<file path="src/rtl/shadow_pkg.sv">
`timescale 1ns/1ps
package shadow_pkg;
  localparam int unsigned CFG_W        = 8;
  localparam int unsigned ADDR_W       = 20;
  localparam int unsigned FIELD_W      = 2;
  localparam int unsigned SEG_REGS     = 6;
  localparam int unsigned SEGS_PER_REG = CFG_W / FIELD_W;
  localparam int unsigned SEG_COUNT    = SEG_REGS * SEGS_PER_REG;
  localparam int unsigned SEG_IDX_W    = $clog2(SEG_COUNT);
  localparam int unsigned SEG_SHIFT    = 14;
  localparam int unsigned FIELDS_W     = SEG_COUNT * FIELD_W;

  localparam logic [ADDR_W-1:0] WIN_BASE  = 20'hA0000;
  localparam logic [ADDR_W-1:0] BIOS_BASE = 20'hE0000;
  localparam logic [ADDR_W-1:0] WIN_SPAN  = ADDR_W'(SEG_COUNT << SEG_SHIFT);
  localparam int unsigned BIOS_FIRST_SEG  = int'((BIOS_BASE - WIN_BASE) >> SEG_SHIFT);

  localparam logic [CFG_W-1:0] SEG_IDX0  = 8'h0D;
  localparam logic [CFG_W-1:0] MISC_IDX  = 8'h07;
  localparam logic [CFG_W-1:0] MISC_KEEP = 8'h40;

  typedef logic [FIELD_W-1:0] seg_field_t;

  typedef struct packed {
    logic int_rd;
    logic ext_rd;
    logic int_wr;
    logic ext_wr;
  } mem_sel_t;
endpackage

</file>
<file path="src/rtl/shadow_rst_sync.sv">
`timescale 1ns/1ps
module shadow_rst_sync #(
  parameter int unsigned STAGES = 2
) (
  input  logic clk,
  input  logic rst_n,
  output logic rst_sync_n
);
  logic [STAGES-1:0] sync_q;
  logic [STAGES-1:0] sync_d;

  always_comb begin
    sync_d = {sync_q[STAGES-2:0], 1'b1};
  end

  always_ff @(posedge clk or negedge rst_n) begin
    if (!rst_n) sync_q <= '0;
    else        sync_q <= sync_d;
  end

  assign rst_sync_n = sync_q[STAGES-1];
endmodule

</file>
<file path="src/rtl/shadow_cfg_regs.sv">
`timescale 1ns/1ps
module shadow_cfg_regs
  import shadow_pkg::*;
(
  input  logic                clk,
  input  logic                rst_n,
  input  logic                cfg_wr,
  input  logic                cfg_sel,
  input  logic [CFG_W-1:0]    cfg_wdata,
  output logic [CFG_W-1:0]    cfg_rdata,
  output logic [FIELDS_W-1:0] seg_fields
);
  logic [CFG_W-1:0] idx_q, idx_d;
  logic             idx_en;
  logic [CFG_W-1:0] misc_q, misc_d;
  logic             misc_en;
  logic             data_wr;
  logic [SEG_REGS*CFG_W-1:0] seg_flat;
  logic [CFG_W-1:0] data_mux;

  // index port
  always_comb begin
    idx_en = cfg_wr & ~cfg_sel;
    idx_d  = cfg_wdata;
  end

  always_ff @(posedge clk or negedge rst_n) begin
    if (!rst_n)      idx_q <= '0;
    else if (idx_en) idx_q <= idx_d;
  end

  assign data_wr = cfg_wr & cfg_sel;

  // misc byte with a protected bit
  always_comb begin
    misc_en = data_wr & (idx_q == MISC_IDX);
    misc_d  = (misc_q & MISC_KEEP) | (cfg_wdata & ~MISC_KEEP);
  end

  always_ff @(posedge clk or negedge rst_n) begin
    if (!rst_n)       misc_q <= '0;
    else if (misc_en) misc_q <= misc_d;
  end

  // segment control bytes
  for (genvar r = 0; r < SEG_REGS; r++) begin : g_seg
    localparam logic [CFG_W-1:0] MY_IDX = CFG_W'(SEG_IDX0 + r);
    logic [CFG_W-1:0] q;
    logic [CFG_W-1:0] d;
    logic             en;

    always_comb begin
      en = data_wr & (idx_q == MY_IDX);
      d  = cfg_wdata;
    end

    always_ff @(posedge clk or negedge rst_n) begin
      if (!rst_n)  q <= '0;
      else if (en) q <= d;
    end

    assign seg_flat[r*CFG_W +: CFG_W] = q;

    assert_seg_store_R3: assert property (@(posedge clk) disable iff (!rst_n)
      (cfg_wr && cfg_sel && idx_q == MY_IDX) |=> (q == $past(cfg_wdata)));
  end

  assign seg_fields = seg_flat;

  // read mux
  always_comb begin
    data_mux = '0;
    if (idx_q == MISC_IDX) data_mux = misc_q;
    for (int r = 0; r < SEG_REGS; r++) begin
      if (idx_q == CFG_W'(SEG_IDX0 + r)) data_mux = seg_flat[r*CFG_W +: CFG_W];
    end
  end

  assign cfg_rdata = cfg_sel ? data_mux : idx_q;

  assert_idx_hold_R2: assert property (@(posedge clk) disable iff (!rst_n)
    !(cfg_wr && !cfg_sel) |=> $stable(idx_q));

  assert_misc_keep_R10: assert property (@(posedge clk) disable iff (!rst_n)
    (cfg_wr && cfg_sel && idx_q == MISC_IDX) |=>
      ((misc_q & MISC_KEEP) == $past(misc_q & MISC_KEEP)));
endmodule

</file>
<file path="src/rtl/shadow_seg_decode.sv">
`timescale 1ns/1ps
module shadow_seg_decode
  import shadow_pkg::*;
(
  input  logic                clk,
  input  logic                rst_n,
  input  logic [ADDR_W-1:0]   mem_addr,
  input  logic                mem_rd,
  input  logic                mem_wr,
  input  logic [FIELDS_W-1:0] seg_fields,
  output mem_sel_t            sel
);
  logic [ADDR_W-1:0]    win_off;
  logic                 in_win;
  logic [SEG_IDX_W-1:0] seg_idx;
  seg_field_t           field;
  logic                 rd_int, wr_int;

  always_comb begin
    win_off = mem_addr - WIN_BASE;
    in_win  = (mem_addr >= WIN_BASE) && (win_off < WIN_SPAN);
    seg_idx = win_off[SEG_SHIFT +: SEG_IDX_W];
  end

  always_comb begin
    field = '0;
    for (int s = 0; s < SEG_COUNT; s++) begin
      if (seg_idx == SEG_IDX_W'(s)) field = seg_fields[s*FIELD_W +: FIELD_W];
    end
  end

  always_comb begin
    rd_int = in_win ? field[1] : 1'b1;
    wr_int = in_win ? field[0] : 1'b1;
    sel.int_rd = mem_rd &  rd_int;
    sel.ext_rd = mem_rd & ~rd_int;
    sel.int_wr = mem_wr &  wr_int;
    sel.ext_wr = mem_wr & ~wr_int;
  end

  assert_rd_onehot_R7: assert property (@(posedge clk) disable iff (!rst_n)
    mem_rd |-> $onehot({sel.int_rd, sel.ext_rd}));
  assert_wr_onehot_R7: assert property (@(posedge clk) disable iff (!rst_n)
    mem_wr |-> $onehot({sel.int_wr, sel.ext_wr}));
  assert_idle_R7: assert property (@(posedge clk) disable iff (!rst_n)
    (!mem_rd && !mem_wr) |-> ($countones(sel) == 0));
  assert_low_int_R6: assert property (@(posedge clk) disable iff (!rst_n)
    (mem_addr < WIN_BASE) |-> (sel.int_rd == mem_rd && sel.int_wr == mem_wr));
endmodule

</file>
<file path="src/rtl/shadow_bios_summary.sv">
`timescale 1ns/1ps
module shadow_bios_summary
  import shadow_pkg::*;
(
  input  logic [FIELDS_W-1:0] seg_fields,
  output logic                bios_rd,
  output logic                bios_wr
);
  always_comb begin
    bios_rd = 1'b0;
    bios_wr = 1'b0;
    for (int s = BIOS_FIRST_SEG; s < SEG_COUNT; s++) begin
      bios_rd = bios_rd | seg_fields[s*FIELD_W + 1];
      bios_wr = bios_wr | seg_fields[s*FIELD_W];
    end
  end
endmodule

</file>
<file path="src/rtl/shadow_map_ctrl.sv">
`timescale 1ns/1ps
module shadow_map_ctrl
  import shadow_pkg::*;
(
  input  logic              clk,
  input  logic              rst_n,
  input  logic              cfg_wr,
  input  logic              cfg_sel,
  input  logic [CFG_W-1:0]  cfg_wdata,
  output logic [CFG_W-1:0]  cfg_rdata,
  input  logic [ADDR_W-1:0] mem_addr,
  input  logic              mem_rd,
  input  logic              mem_wr,
  output logic              sel_int_rd,
  output logic              sel_ext_rd,
  output logic              sel_int_wr,
  output logic              sel_ext_wr,
  output logic              bios_shadow_rd,
  output logic              bios_shadow_wr
);
  logic                rst_sync_n;
  logic [FIELDS_W-1:0] seg_fields;
  mem_sel_t            sel;

  shadow_rst_sync #(.STAGES(2)) u_rst (
    .clk        (clk),
    .rst_n      (rst_n),
    .rst_sync_n (rst_sync_n)
  );

  shadow_cfg_regs u_regs (
    .clk        (clk),
    .rst_n      (rst_sync_n),
    .cfg_wr     (cfg_wr),
    .cfg_sel    (cfg_sel),
    .cfg_wdata  (cfg_wdata),
    .cfg_rdata  (cfg_rdata),
    .seg_fields (seg_fields)
  );

  shadow_seg_decode u_dec (
    .clk        (clk),
    .rst_n      (rst_sync_n),
    .mem_addr   (mem_addr),
    .mem_rd     (mem_rd),
    .mem_wr     (mem_wr),
    .seg_fields (seg_fields),
    .sel        (sel)
  );

  shadow_bios_summary u_bios (
    .seg_fields (seg_fields),
    .bios_rd    (bios_shadow_rd),
    .bios_wr    (bios_shadow_wr)
  );

  assign sel_int_rd = sel.int_rd;
  assign sel_ext_rd = sel.ext_rd;
  assign sel_int_wr = sel.int_wr;
  assign sel_ext_wr = sel.ext_wr;

  assert_bios_rd_R8: assert property (@(posedge clk) disable iff (!rst_sync_n)
    (mem_rd && mem_addr >= BIOS_BASE && sel_int_rd) |-> bios_shadow_rd);
  assert_bios_wr_R9: assert property (@(posedge clk) disable iff (!rst_sync_n)
    (mem_wr && mem_addr >= BIOS_BASE && sel_int_wr) |-> bios_shadow_wr);
endmodule

</file>
<file path="config.mk">
export PLATFORM = sky130hd
export DESIGN_NAME = shadow_map_ctrl
export DESIGN_NICKNAME = d
export VERILOG_FILES = /design/src/rtl/shadow_pkg.sv /design/src/rtl/shadow_rst_sync.sv /design/src/rtl/shadow_cfg_regs.sv /design/src/rtl/shadow_seg_decode.sv /design/src/rtl/shadow_bios_summary.sv /design/src/rtl/shadow_map_ctrl.sv
export SDC_FILE = /design/constraint.sdc
export NUM_CORES = 1
export LEC_CHECK = 0
export ABC_AREA = 1
export BUFFER_PORTS_ARGS = -buffer_cell sky130_fd_sc_hd__buf_4
export CELL_PAD_IN_SITES_DETAIL_PLACEMENT = 1
export CELL_PAD_IN_SITES_GLOBAL_PLACEMENT = 2
export CORE_UTILIZATION = 35
export CTS_BUF_LIST = sky130_fd_sc_hd__clkbuf_8 sky130_fd_sc_hd__clkbuf_16
export DETAILED_ROUTE_END_ITERATION = 8
export PLACE_DENSITY = 0.86
export SYNTH_ARGS = -nofsm -noshare
export SYNTH_HDL_FRONTEND = slang
export SYNTH_SLANG_ARGS = --single-unit
</file>
<file path="constraint.sdc">
create_clock -name clk -period 4.15 [get_ports clk]
set_clock_uncertainty 0.15 [all_clocks]
set_input_delay 0.2075 -clock clk [delete_from_list [all_inputs] [get_ports clk]]
set_output_delay 0.2075 -clock clk [all_outputs]
set_load 0.02 [all_outputs]
</file>
==> flow_summary.json <==
{
  "syn_area_um2": 3640,
  "synth_seq_cells": 65,
  "fin_ws_ns": 1.22,
  "synth_largest_type_area_fraction_pct": 44.7,
  "cts.sinks": 65,
  "htree_levels": 3,
  "portBuffers": 47,
  "clock_latency_ns": 0.36,
  "cp-start-kind": "register",
  "grt_max_degree": 35,
  "syn-num-nets": 537,
  "grt_setup_unrepaired": "no",
  "tns_ns": 0,
  "slew_headroom_pct": 54.9,
  "leakagePower_nw": 1.98,
  "drcViolationCount": 0,
  "overflow": 0,
  "via_per_inst": 5.21,
  "worst_slew_pin_slew_ns": 0.676,
  "instances_no_fill": 688,
  "initial_core_util_pct": 36.7,
  "clk_pin_slew_ns": 0.07,
  "synth_area_leaders": "dfrtp_1, nand2_1, o21ai_0, inv_1, nor2_1",
  "ys.warnings.count": 0,
  "syn_inst": 501,
  "first_global_vias": 3542,
  "die_h_um": 104,
  "irDropWorstVdd_mv": 0.266,
  "cts_root_buffer": "clkbuf_8",
  "setup_violations": 0,
  "n_antenna_cell": 0,
  "grt_pass1_wl_um": 19600,
  "min_delay_path_depth": 3,
  "hp-class": "in -> reg",
  "yosysUniqueCellTypes": 35,
  "core-area_um2": 9910,
  "max_freq_mhz": 341,
  "cts_buffers": 9,
  "reg2reg_depth": 7,
  "clockBufferDepth": 2,
  "ant_nets": 0,
  "min_period_ns": 2.93,
  "layout.nets": 588,
  "dieWidth_um": 104,
  "place_hpwl_um": 9140,
  "gr-usage-all-layers_pct": 23.8,
  "dr.pass1.iters": 5,
  "synthArstFlopShare_pct": 100,
  "maxCapViolCount": 0,
  "drt-initial-drc-count": 196,
  "final_max_slew_viol_count": 0,
  "worstSetupPathType": "reg -> out",
  "critical_path_peak_fanout": 5,
  "power.total_w": 0.00153,
  "crit_required_ns": 3.79,
  "num_vias": 3586,
  "critPathArrivalTime_ns": 2.58,
  "cts_tree": "built",
  "pin_count": 48,
  "yosysTopAreaCell": "dfrtp_1",
  "wl_per_cell_um": 17.4,
  "ys.flop_type": "dfrtp_1",
  "status": "completed",
  "row_count": 36,
  "finalWirelength_um": 11900,
  "antenna_found_initial": 0,
  "die-area_um2": 10800,
  "place_congestion": 0.807,
  "dp_cells": 672,
  "dp_slack_ns": 1.34,
  "synth_edf_count": 0,
  "syn2layout_area_growth_pct": 18.6,
  "fin_crit_sh_pct": 70.7,
  "avgSynthCellArea_um2": 7.27,
  "layout-drive-gt1-share_pct": 15.3,
  "p_per_area_nw_per_um2": 354,
  "synth-seq-area-share_pct": 44.7,
  "final_core_util_pct": 43.6,
  "hold_viol_final": 0,
  "endpoint_kind": "output pin"
}
stage by stage:
| stage | hold WS, ns | instance area, um^2 |
|---|---|---|
| floorplan | -0.238 | 3640 |
| finish | 0.147 | 4320 |
| global route | 0.126 | 4320 |
| CTS | 0.121 | 4320 |
| detailed placement | -0.157 | 4130 |
| global placement | -0.161 | 4130 |
layout by cell type, fill, tap and decap left out, types with 3 or more instances in the layout:
cell type	Yosys	routed
nand2_1	155	155
o21ai_0	76	76
dfrtp_1	65	64
inv_1	62	62
buf_4	1	48
nor2_1	45	45
nand4_1	14	14
nand3_1	13	13
clkbuf_8	0	11
a21oi_1	8	8
inv_2	7	7
a221oi_1	6	6
nor4_1	6	6
nor2_2	4	4
nor3_2	3	3
o221ai_1	3	3
metal layers:
metal / track usage [%] / vias up / routed length [um]
li1: - / 1728 / -
met1: 34.5 / 1751 / 5910
met2: 36.4 / 91 / 5300
met3: 4.26 / 16 / 517
met4: 6.73 / 0 / 214
met5: 0 / - / 0
registers in the layout, indices dropped and copies added, names as in the netlist:
name and count:
u_regs.misc_q 7, u_rst.sync_q 2, u_regs.idx_q 8, u_regs.g_seg.q 48
worst paths after layout:
check                                startpoint  slack (ns)                   end
worst max-delay path            u_regs.idx_q[5]        1.22          cfg_rdata[1]
worst min-delay path               cfg_wdata[6]        0.15  u_regs.g_seg[3].q[6]
worst max register to register  u_regs.idx_q[5]        1.94  u_regs.g_seg[5].q[0]
worst min register to register  u_rst.sync_q[1]        0.16  u_regs.g_seg[3].q[7]
max in group asynchronous       u_rst.sync_q[1]        2.79      u_regs.misc_q[1]
min in group asynchronous       u_rst.sync_q[1]        0.16  u_regs.g_seg[3].q[7]
critical path, stage by stage, from the launching register on:
cell      delay (ns)
dfrtp_1         0.39
nor3_1          0.20
inv_1           0.08
nor2_1          0.12
inv_1           0.12
nor3_4          0.24
inv_1           0.16
o211ai_1        0.22
a211oi_1        0.07
a21oi_1         0.22
o221ai_1        0.14
o21ai_0         0.10
buf_4           0.17
synth_stat cells, drive strengths merged, types with 2 or more instances:
library cell    n
o221ai          3
nand3          13
a21oi           8
nand2         157
nor2           51
clkbuf          9
or2             2
a221oi          6
nor4            7
inv            69
o21ai          77
nand4          14
a211oi          2
dfrtp          65
nor3            7
ha              2
logic make-up (layout without fill, tap and decap cells):
| family | Yosys count | in the layout | synth area share, % |
|---|---|---|---|
| DFF | 65 | 65 | 44.7 |
| buffers and inverters | 79 | 133 | 8.25 |
| other | 1 | 1 | 0.103 |
| adders and majority gates | 2 | 2 | 0.687 |
| and+or+nand+nor | 253 | 253 | 31.0 |
| AOI/OAI and AO/OA | 101 | 101 | 15.3 |
report_power, final:
part | internal (W) | switching (W)
Sequential | 0.000695 | 0.0000778
Clock | 0.000240 | 0.000241
Combinational | 0.000104 | 0.000170
repair_timing:
action                                 4_1_cts  5_1_grt
resized for setup                            0        0
buffers inserted                             0        0
endpoints found under the hold margin        2        0
hold buffers                                 2        0
cell type report:
type	count	area (um^2)
fill	1259	5590
multi-input combinational	357	1710
sequential	65	1630
timing repair buffer	50	380
inverter	69	259
tap	133	166
clock buffer	11	151
clock inverter	3	17.5
(Power assumes the default switching activity.)
